===== src/rtl/mesi_pkg.sv =====
package mesi_pkg;
  typedef enum logic [1:0] {
    ST_I = 2'd0,
    ST_S = 2'd1,
    ST_E = 2'd2,
    ST_M = 2'd3
  } line_st_t;

  typedef enum logic [2:0] {
    OP_NONE = 3'd0,
    OP_RD   = 3'd1,
    OP_RDX  = 3'd2,
    OP_UPG  = 3'd3,
    OP_WB   = 3'd4
  } bus_op_t;
endpackage


===== src/rtl/mesi_line_store.sv =====
module mesi_line_store
  import mesi_pkg::*;
#(
  parameter int LINES = 4,
  parameter int TAG_W = 6,
  localparam int IDX_W = $clog2(LINES)
) (
  input  logic             clk,
  input  logic             rst_n,
  input  logic [IDX_W-1:0] ra_idx,
  output logic [TAG_W-1:0] ra_tag,
  output line_st_t         ra_st,
  input  logic [IDX_W-1:0] rb_idx,
  output logic [TAG_W-1:0] rb_tag,
  output line_st_t         rb_st,
  input  logic             wa_en,
  input  logic [IDX_W-1:0] wa_idx,
  input  line_st_t         wa_st,
  input  logic             wb_en,
  input  logic [IDX_W-1:0] wb_idx,
  input  logic [TAG_W-1:0] wb_tag,
  input  line_st_t         wb_st
);
  logic [TAG_W-1:0] tag_q [LINES];
  line_st_t         st_q  [LINES];
  logic [TAG_W-1:0] tag_d [LINES];
  line_st_t         st_d  [LINES];

  // Port A (snoop side) wins over port B (local side) on the same slot.
  always_comb begin
    for (int i = 0; i < LINES; i++) begin
      tag_d[i] = tag_q[i];
      st_d[i]  = st_q[i];
      if (wa_en && wa_idx == IDX_W'(i)) begin
        st_d[i] = wa_st;
      end else if (wb_en && wb_idx == IDX_W'(i)) begin
        st_d[i]  = wb_st;
        tag_d[i] = wb_tag;
      end
    end
  end

  always_ff @(posedge clk or negedge rst_n) begin
    if (!rst_n) begin
      for (int i = 0; i < LINES; i++) begin
        tag_q[i] <= '0;
        st_q[i]  <= ST_I;
      end
    end else begin
      for (int i = 0; i < LINES; i++) begin
        tag_q[i] <= tag_d[i];
        st_q[i]  <= st_d[i];
      end
    end
  end

  assign ra_tag = tag_q[ra_idx];
  assign ra_st  = st_q[ra_idx];
  assign rb_tag = tag_q[rb_idx];
  assign rb_st  = st_q[rb_idx];

  // a snoop-side update is visible in the slot one cycle later
  p_snoop_update_lands_r9: assert property (@(posedge clk) disable iff (!rst_n)
    wa_en |=> st_q[$past(wa_idx)] == $past(wa_st));
endmodule


===== src/rtl/mesi_local_ctrl.sv =====
module mesi_local_ctrl
  import mesi_pkg::*;
#(
  parameter int TAG_W = 6
) (
  input  logic             clk,
  input  logic             rst_n,
  input  logic             req_valid,
  input  logic             req_write,
  input  logic [TAG_W-1:0] req_tag,
  input  logic [TAG_W-1:0] ln_tag,
  input  line_st_t         ln_st,
  input  logic             hold,
  input  logic             bus_gnt,
  input  logic             bus_shared,
  output logic             done,
  output logic             breq,
  output bus_op_t          op,
  output logic [TAG_W-1:0] addr_tag,
  output logic             upd,
  output line_st_t         nst,
  output logic [TAG_W-1:0] ntag
);
  logic tag_hit;
  assign tag_hit = (ln_st != ST_I) && (ln_tag == req_tag);

  always_comb begin
    done     = 1'b0;
    breq     = 1'b0;
    op       = OP_NONE;
    addr_tag = req_tag;
    upd      = 1'b0;
    nst      = ln_st;
    ntag     = ln_tag;
    if (req_valid && !hold) begin
      if (tag_hit) begin
        case (ln_st)
          ST_M: done = 1'b1;
          ST_E: begin
            done = 1'b1;
            if (req_write) begin
              upd = 1'b1;
              nst = ST_M;
            end
          end
          ST_S: begin
            if (!req_write) begin
              done = 1'b1;
            end else begin
              breq = 1'b1;
              op   = OP_UPG;
              if (bus_gnt) begin
                done = 1'b1;
                upd  = 1'b1;
                nst  = ST_M;
              end
            end
          end
          default: ;
        endcase
      end else if (ln_st == ST_M) begin
        breq     = 1'b1;
        op       = OP_WB;
        addr_tag = ln_tag;
        if (bus_gnt) begin
          upd = 1'b1;
          nst = ST_I;
        end
      end else begin
        breq = 1'b1;
        op   = req_write ? OP_RDX : OP_RD;
        if (bus_gnt) begin
          done = 1'b1;
          upd  = 1'b1;
          ntag = req_tag;
          nst  = req_write ? ST_M : (bus_shared ? ST_S : ST_E);
        end
      end
    end
  end

  // while a bus request is open, completion only comes with the grant
  p_stall_until_grant_r2: assert property (@(posedge clk) disable iff (!rst_n)
    (done && breq) |-> bus_gnt);
  // a write-back never completes the processor request
  p_wb_not_done_r11: assert property (@(posedge clk) disable iff (!rst_n)
    (breq && op == OP_WB) |-> !done);
endmodule


===== src/rtl/mesi_snoop_resp.sv =====
module mesi_snoop_resp
  import mesi_pkg::*;
#(
  parameter int TAG_W = 6
) (
  input  logic             snp_valid,
  input  bus_op_t          snp_op,
  input  logic [TAG_W-1:0] snp_tag,
  input  logic [TAG_W-1:0] ln_tag,
  input  line_st_t         ln_st,
  output logic             shared_out,
  output logic             flush,
  output logic             upd,
  output line_st_t         nst
);
  logic hit;
  assign hit = snp_valid && (ln_st != ST_I) && (ln_tag == snp_tag);

  always_comb begin
    shared_out = 1'b0;
    flush      = 1'b0;
    upd        = 1'b0;
    nst        = ln_st;
    if (hit) begin
      case (snp_op)
        OP_RD: begin
          shared_out = 1'b1;
          flush      = (ln_st == ST_M);
          upd        = 1'b1;
          nst        = ST_S;
        end
        OP_RDX, OP_UPG: begin
          flush = (ln_st == ST_M);
          upd   = 1'b1;
          nst   = ST_I;
        end
        default: ;
      endcase
    end
  end
endmodule


===== src/rtl/mesi_snoop_ctrl.sv =====
module mesi_snoop_ctrl
  import mesi_pkg::*;
#(
  parameter int ADDR_W = 8,
  parameter int LINES  = 4,
  localparam int IDX_W = $clog2(LINES),
  localparam int TAG_W = ADDR_W - IDX_W
) (
  input  logic              clk,
  input  logic              rst_n,
  input  logic              cpu_req_valid,
  input  logic              cpu_req_write,
  input  logic [ADDR_W-1:0] cpu_req_addr,
  output logic              cpu_done,
  output logic              bus_req,
  output logic [2:0]        bus_cmd,
  output logic [ADDR_W-1:0] bus_addr,
  input  logic              bus_gnt,
  input  logic              bus_shared_in,
  input  logic              snp_valid,
  input  logic [2:0]        snp_cmd,
  input  logic [ADDR_W-1:0] snp_addr,
  output logic              snp_shared_out,
  output logic              snp_flush
);
  // reset: asserted asynchronously, released on the clock
  logic [1:0] rst_pipe_q;
  logic       rst_sync_n;
  always_ff @(posedge clk or negedge rst_n) begin
    if (!rst_n) rst_pipe_q <= '0;
    else        rst_pipe_q <= {rst_pipe_q[0], 1'b1};
  end
  assign rst_sync_n = rst_pipe_q[1];

  logic [IDX_W-1:0] cpu_idx, snp_idx;
  logic [TAG_W-1:0] cpu_tag, snp_tag;
  assign cpu_idx = cpu_req_addr[IDX_W-1:0];
  assign cpu_tag = cpu_req_addr[ADDR_W-1:IDX_W];
  assign snp_idx = snp_addr[IDX_W-1:0];
  assign snp_tag = snp_addr[ADDR_W-1:IDX_W];

  logic [TAG_W-1:0] cpu_ln_tag, snp_ln_tag, loc_ntag, loc_atag;
  line_st_t         cpu_ln_st, snp_ln_st, loc_nst, snp_nst;
  logic             loc_upd, snp_upd, snoop_hold;
  bus_op_t          loc_op;

  // snoop to the same slot wins over the local access this cycle
  assign snoop_hold = snp_valid && (snp_idx == cpu_idx);

  mesi_line_store #(.LINES(LINES), .TAG_W(TAG_W)) u_store (
    .clk    (clk),
    .rst_n  (rst_sync_n),
    .ra_idx (snp_idx),
    .ra_tag (snp_ln_tag),
    .ra_st  (snp_ln_st),
    .rb_idx (cpu_idx),
    .rb_tag (cpu_ln_tag),
    .rb_st  (cpu_ln_st),
    .wa_en  (snp_upd),
    .wa_idx (snp_idx),
    .wa_st  (snp_nst),
    .wb_en  (loc_upd),
    .wb_idx (cpu_idx),
    .wb_tag (loc_ntag),
    .wb_st  (loc_nst)
  );

  mesi_local_ctrl #(.TAG_W(TAG_W)) u_local (
    .clk        (clk),
    .rst_n      (rst_sync_n),
    .req_valid  (cpu_req_valid),
    .req_write  (cpu_req_write),
    .req_tag    (cpu_tag),
    .ln_tag     (cpu_ln_tag),
    .ln_st      (cpu_ln_st),
    .hold       (snoop_hold),
    .bus_gnt    (bus_gnt),
    .bus_shared (bus_shared_in),
    .done       (cpu_done),
    .breq       (bus_req),
    .op         (loc_op),
    .addr_tag   (loc_atag),
    .upd        (loc_upd),
    .nst        (loc_nst),
    .ntag       (loc_ntag)
  );

  mesi_snoop_resp #(.TAG_W(TAG_W)) u_snoop (
    .snp_valid  (snp_valid),
    .snp_op     (bus_op_t'(snp_cmd)),
    .snp_tag    (snp_tag),
    .ln_tag     (snp_ln_tag),
    .ln_st      (snp_ln_st),
    .shared_out (snp_shared_out),
    .flush      (snp_flush),
    .upd        (snp_upd),
    .nst        (snp_nst)
  );

  assign bus_cmd  = loc_op;
  assign bus_addr = {loc_atag, cpu_idx};

  // a same-slot snoop stalls the local side for that cycle
  p_snoop_first_r12: assert property (@(posedge clk) disable iff (!rst_sync_n)
    (snp_valid && cpu_req_valid && snp_addr[IDX_W-1:0] == cpu_req_addr[IDX_W-1:0])
      |-> (!cpu_done && !bus_req));
  // one atomic transaction at a time, granted only on request
  p_atomic_bus_r13: assert property (@(posedge clk) disable iff (!rst_sync_n)
    bus_gnt |-> (bus_req && !snp_valid));
  // a foreign write-back draws no response
  p_wb_snoop_quiet_r10: assert property (@(posedge clk) disable iff (!rst_sync_n)
    (snp_valid && snp_cmd == 3'd4) |-> (!snp_flush && !snp_shared_out));
  // a read completing without a grant never leaves a bus request open
  p_read_hit_quiet_r4: assert property (@(posedge clk) disable iff (!rst_sync_n)
    (cpu_done && !cpu_req_write && !bus_gnt) |-> !bus_req);
endmodule


===== config.mk =====
export PLATFORM = sky130hd
export DESIGN_NAME = mesi_snoop_ctrl
export DESIGN_NICKNAME = d
export VERILOG_FILES = /design/src/rtl/mesi_pkg.sv /design/src/rtl/mesi_line_store.sv /design/src/rtl/mesi_local_ctrl.sv /design/src/rtl/mesi_snoop_resp.sv /design/src/rtl/mesi_snoop_ctrl.sv
export SDC_FILE = /design/constraint.sdc
export NUM_CORES = 1
export LEC_CHECK = 0
export BUFFER_PORTS_ARGS = -buffer_cell sky130_fd_sc_hd__buf_2
export CAP_MARGIN = 20
export CORE_UTILIZATION = 55
export CTS_CLUSTER_SIZE = 25
export DETAILED_ROUTE_END_ITERATION = 8
export PLACE_DENSITY = 0.83
export SETUP_SLACK_MARGIN = 0.15
export SLEW_MARGIN = 10
export SYNTH_ARGS = -nofsm -noshare
export SYNTH_HDL_FRONTEND = slang
export SYNTH_SLANG_ARGS = --single-unit

===== constraint.sdc =====
create_clock -name clk -period 4.3 [get_ports clk]
set_clock_uncertainty 0.1 [all_clocks]
set_input_delay 0 -clock clk [delete_from_list [all_inputs] [get_ports clk]]
set_output_delay 0 -clock clk [all_outputs]
set_load 0.005 [all_outputs]

# Word-level counts from Yosys, hierarchy flattened
# Index checks and enable logic that the tools add are counted.
dict set report op_classes {
  n_lt_le_gt_ge 2
  eq_ne 16
  mux 66
  bitwise_logic 6
  n_reduce_logical 29
}
# operator n
set ops {}
lappend ops {{$mux 6} 11}
lappend ops {{$mux 2} 25}
lappend ops {{$bmux 6 s2} 2}
lappend ops {{$mux 1} 18}
lappend ops {{$eq 2x2->1 const B} 7}
lappend ops {{$logic_and 1x1->1} 13}
lappend ops {{$eq 6x6->1} 2}
lappend ops {{$mux 3} 4}
lappend ops {{$reduce_bool 2->1} 6}
lappend ops {{$bmux 2 s2} 2}
lappend ops {{$pmux 2 s2} 2}
lappend ops {{$reduce_and 2->1} 4}
lappend ops {{$eq 2x1->1 const B} 3}
lappend ops {{$eq 3x2->1 const B} 2}
lappend ops {{$ge 3x3->1 const B} 2}
lappend ops {{$not 2->3} 2}
lappend ops {{$logic_not 2->1} 2}
lappend ops {{$not 1->1} 4}
lappend ops {{$pmux 1 s2} 2}
lappend ops {{$reduce_or 2->1} 2}
lappend ops {{$eq 3x1->1 const B} 1}
lappend ops {{$reduce_or 3->1} 1}
lappend ops {{$eq 2x2->1} 1}
lappend ops {{$logic_not 1->1} 1}
dict set report totals {
  register_bits 34
  output_inout_bits 15
}

# Depth between registers and ports, before layout
dict set report logic_depth {
  depth_word 11
  depth_mapped 12
}

# Cells and area by module
# Synthesis repeated with hierarchy kept, for this count alone.
dict set report unflattened {
  hier_cells 215
  hier_area_um2 2642.5
}
# mod instances cells_per_inst area_each_um2
set by_module_without_submodules {}
lappend by_module_without_submodules {mesi_line_store 1 115 1823.0}
lappend by_module_without_submodules {mesi_local_ctrl 1 73 571.8}
lappend by_module_without_submodules {mesi_snoop_resp 1 19 155.1}
lappend by_module_without_submodules {mesi_snoop_ctrl 1 8 92.6}

# Worst setup path after synthesis
# Ideal clock, no wire load.
dict set report synth_timing {
  path_type {register to register}
  start {reg u_store.tag_q[5] (netlist name)}
  end {reg u_store.tag_q[10] (netlist name)}
  setup_ps 125
  arrival_time_ps 2682
  slack_ps 1393
  path_stages_with_launch 8
  synth_period_minus_slack_ps 2907
  path_cell_list {dfrtp_1 > mux4_2 > xor2_1 > or4_4 > or3_1 > buf_6 > a21oi_4 > mux2_2}
}
dict set report synth_via {
  elab_chain_len 9
  word_cells_on_any_way 19
  classes_between {eq/ne: 2; mux: 11; bitwise: 1; reduce/logical: 5}
}
# item line_no
set synth_lines {}
lappend synth_lines {{from (decl)} mesi_line_store.sv:24} ;# logic [TAG_W-1:0] tag_q [LINES];
lappend synth_lines {{from (signal, indexed assignment)} mesi_line_store.sv:51} ;# tag_q[i] <= tag_d[i];
lappend synth_lines {{$bmux 6 s2 (on tied branches)} {mesi_line_store.sv:59, mesi_line_store.sv:57}}
lappend synth_lines {{$mux 6 (on tied branches) (2 in a row)} {mesi_line_store.sv:59, mesi_line_store.sv:57}}
lappend synth_lines {{$eq 6x6->1 (on tied branches)} {mesi_local_ctrl.sv:25, mesi_snoop_resp.sv:17}}
lappend synth_lines {{$logic_and 1x1->1 (on tied branches)} {mesi_local_ctrl.sv:25, mesi_snoop_resp.sv:17}}
lappend synth_lines {{$mux 1 (on tied branches)} {mesi_local_ctrl.sv:36, mesi_snoop_resp.sv:24}}
lappend synth_lines {{$mux 1 / $logic_and 1x1->1 (equally long branches)} {mesi_local_ctrl.sv:35, mesi_line_store.sv:34}}
lappend synth_lines {{$logic_and 1x1->1 / $not 1->1 (equally long branches)} n/a}
lappend synth_lines {{$reduce_and 2->1 (no line)} n/a}
# Parallel ways exist; a longest one is shown, timed or not. The select of a mux whose other input is x is not followed.
# A chain may end at the register's enable or synchronous reset.

# Worst setup path after layout
dict set report layout_timing {
  start {reg u_store.tag_q[5] (netlist name)}
  end {reg u_store.tag_q[18] (netlist name)}
}
# Same word-level chain as after synthesis.

==> flow_summary_export.csv <==
group,metric,value,unit
timing,fin_hold_ws,0.06710,ns
clocking,cts_sinks,34,
cells_and_area,area_delta_synth_final,12.20,%
critical_path,worstSetupEndpointType,"flop",
detailed_routing,dr.pass1.iters,4,
die,fp.coreArea,4115,um2
timing,min_period,3.228,ns
timing,rsz0062_at_grt,"false",
timing,timing_hold_violations_final,0,
yosys,yosysTopAreaCellShare,0.3500,
run_status,status,"finished clean",
yosys,synth_area_per_cell,11.86,um2
critical_path,required,4.38,ns
yosys,synth_nets,236,
job,max-cap-violations,0,
clocking,cts_tree,"yes",
critical_path,r2r_slack,1.07,ns
power,peakVddDrop,0.3456,mV
critical_path,r2r-start,"u_store.tag_q[5]$_DFFE_PN0P_",
detailed_routing,remaining_drc_errors,0,
global_routing,track_usage,0.2828,
yosys,ys_ff_latch,34,
critical_path,worstReg2RegEnd,"u_store.tag_q[18]$_DFFE_PN0P_",
clocking,clock_latency,0.29,ns
yosys,synth_enable_flop_cells,0,
cells_and_area,finalNonFillerCells,294,
timing,fin_ws,1.072,ns
clocking,cts_resized,0,
place,pre_cts_slack,1.081,ns
detailed_routing,routed_wl,5589,um
critical_path,critPathMaxFanout,6,
die,die-area,4690,um2
clocking,hold_buffers,2,
place,post-place-cells,285,
yosys,syn_inst,205,
power,leakage,1.191,nW
clocking,clk_pin_slew_worst_paths,0.07,ns
global_routing,grt_max_degree,33,
timing,finalSetupViolCount,0,
clocking,cts_buffers,5,
worst_hold_path,min_to,"u_store.tag_q[4]$_DFFE_PN0P_",
clocking,clk_path_buf_depth,2,
yosys,synth.most_common_cell,"mux2_2",
timing,slew_violations,0,
timing,slew_headroom,0.5687,
global_routing,antenna_found_initial,0,
critical_path,start_kind,"flop",
worst_hold_path,min_path_cells,3,
timing,fin_tns_setup,0,ns
yosys,yosys.area.top_type,"dfrtp_1",
global_routing,grt_pass1_wl,9177,um
cells_and_area,insertedDiodeCount,0,
place,gp_congestion,0.8613,
die,floorplan.initialDensity,0.5908,
critical_path,cpLargestDelayFamily,"multiplexers",
worst_hold_path,hold_path.class,"in -> reg",
clocking,root_buffer,"clkbuf_8",
detailed_routing,wl_per_cell,19.01,um
clocking,h-tree-depth,2,
die,io_pins,41,
yosys,ys_seq_area_frac,0.3500,
place,hpwl,4088,um
die,fp.dieW,68.49,um
cells_and_area,drive_above_1_share,0.4385,
place,io_buffers,40,
power,pwr_density_cell,517.0,nW/um2
clocking,post_cts_buffers,0,
power,finalPower,1.410,mW
critical_path,cpMaxStageDelayCell,"nor4_1",
critical_path,crit_top_cell,"mux2_2",
die,rows,23,
yosys,syn_area,2431,um2
timing,period_share,0.7508,
critical_path,r2r_cells,7,
global_routing,grt_pass1_vias,1818,
cells_and_area,nets,275,
critical_path,criticalPathCategory,"reg -> reg",
global_routing,globalRouteOverflowTotal,0,
place,placed_area,2629,um2
yosys,synth.distinct_cells,43,
yosys,ys_async_sr_fraction,1.000,
yosys,synth_common_cells,"36 x mux2_2, 34 x dfrtp_1, 16 x mux4_2",
critical_path,cp_num_buf_inv,0,
die,fp.dieH,68.49,um
detailed_routing,post_drt_via_cell_ratio,6.153,
detailed_routing,dr_total_vias,1809,
yosys,synthFlopType,"dfrtp_1",
timing,tightestPinTransition,0.6455,ns
cells_and_area,final_core_util,0.6628,
detailed_routing,ant_nets,0,
detailed_routing,drtIter0Drc,124,
critical_path,slowest_delay,0.56,ns
critical_path,cp.arrival,3.31,ns
yosys,yosysWarnings,0,
worst_hold_path,hold_start,"cpu_req_addr[6]",
timing,fmax,0.3098,GHz
critical_path,cp_cell_sequence,"mux4_2 -> xor2_1 -> nor4_1 -> a21boi_0 -> nand2b_1 -> mux2_2 -> mux2_2",
yosys,synthTopCellsByArea,"dfrtp_1 35%, mux2_2 17%, mux4_2 15%, xnor2_1 2.9%, ha_1 2.6%",
cells_and_area,fin_area,2728,um2
-- metal layers --
metal	vias up	GRT usage	share of wire
met2	60	0.4436	0.51
met1	899	0.3806	0.43
li1	840	-	-
met3	10	0.05833	0.046
met4	0	0.1172	0.019
met5	-	0	0
-- kinds of logic after synthesis --
logic type	synth area share
buf+inv	0.04065
simple gates	0.1230
mux	0.3232
compound gates	0.08544
xor+xnor	0.05044
fa+ha+maj	0.02573
flops	0.3500
other cells	0.001543
-- worst max path at each step --
stage,startpoint,to,cells past startpoint
2_1_floorplan,u_store.tag_q[5]$_DFFE_PN0P_,u_store.tag_q[10]$_DFFE_PN0P_,7
3_3_place_gp,cpu_req_addr[0],u_store.tag_q[9]$_DFFE_PN0P_,8
3_5_place_dp,cpu_req_addr[0],u_store.tag_q[2]$_DFFE_PN0P_,7
4_1_cts,u_store.tag_q[5]$_DFFE_PN0P_,u_store.tag_q[2]$_DFFE_PN0P_,6
5_1_grt,u_store.tag_q[5]$_DFFE_PN0P_,u_store.tag_q[6]$_DFFE_PN0P_,7
6_report,u_store.tag_q[5]$_DFFE_PN0P_,u_store.tag_q[18]$_DFFE_PN0P_,7
-- power breakdown --
part           internal (mW)  switching (mW)
registers              0.451           0.100
logic                  0.345           0.292
clock network          0.108           0.114
-- final cells by class --
type | instances | area [um2]
clock inverters | 2 | 10.01
clock buffers | 5 | 68.82
flip-flops and latches | 34 | 850.8
well taps | 50 | 62.56
inverters | 7 | 26.28
repair buffers | 43 | 227.7
fillers | 318 | 1388
multi-input cells | 153 | 1481
-- flip-flops by register name (all words and copies together) (netlist names) --
register and flops:
u_store.tag_q 24, u_store.st_q 8, rst_pipe_q 2
-- worst register-to-register path: cells and delay by family (launching register included) --
| family | cells | cell delay [ns] |
|---|---|---|
| xor+xnor | 1 | 0.18 |
| compound gates | 1 | 0.30 |
| flops | 1 | 0.39 |
| mux | 3 | 1.22 |
| simple gates | 2 | 0.93 |
-- placed cells by master, fill, tap and decap left out, drive strengths merged, types with 4 or more instances in the layout --
cell	n
buf	41
clkbuf	5
o21ai	6
nand2	8
xnor2	8
a21oi	8
a221o	4
mux2	36
ha	5
nand2b	4
dfrtp	34
nor3b	7
nor2	14
inv	7
nor3	6
mux4	16
xor2	6
(Power assumes the default switching activity.)
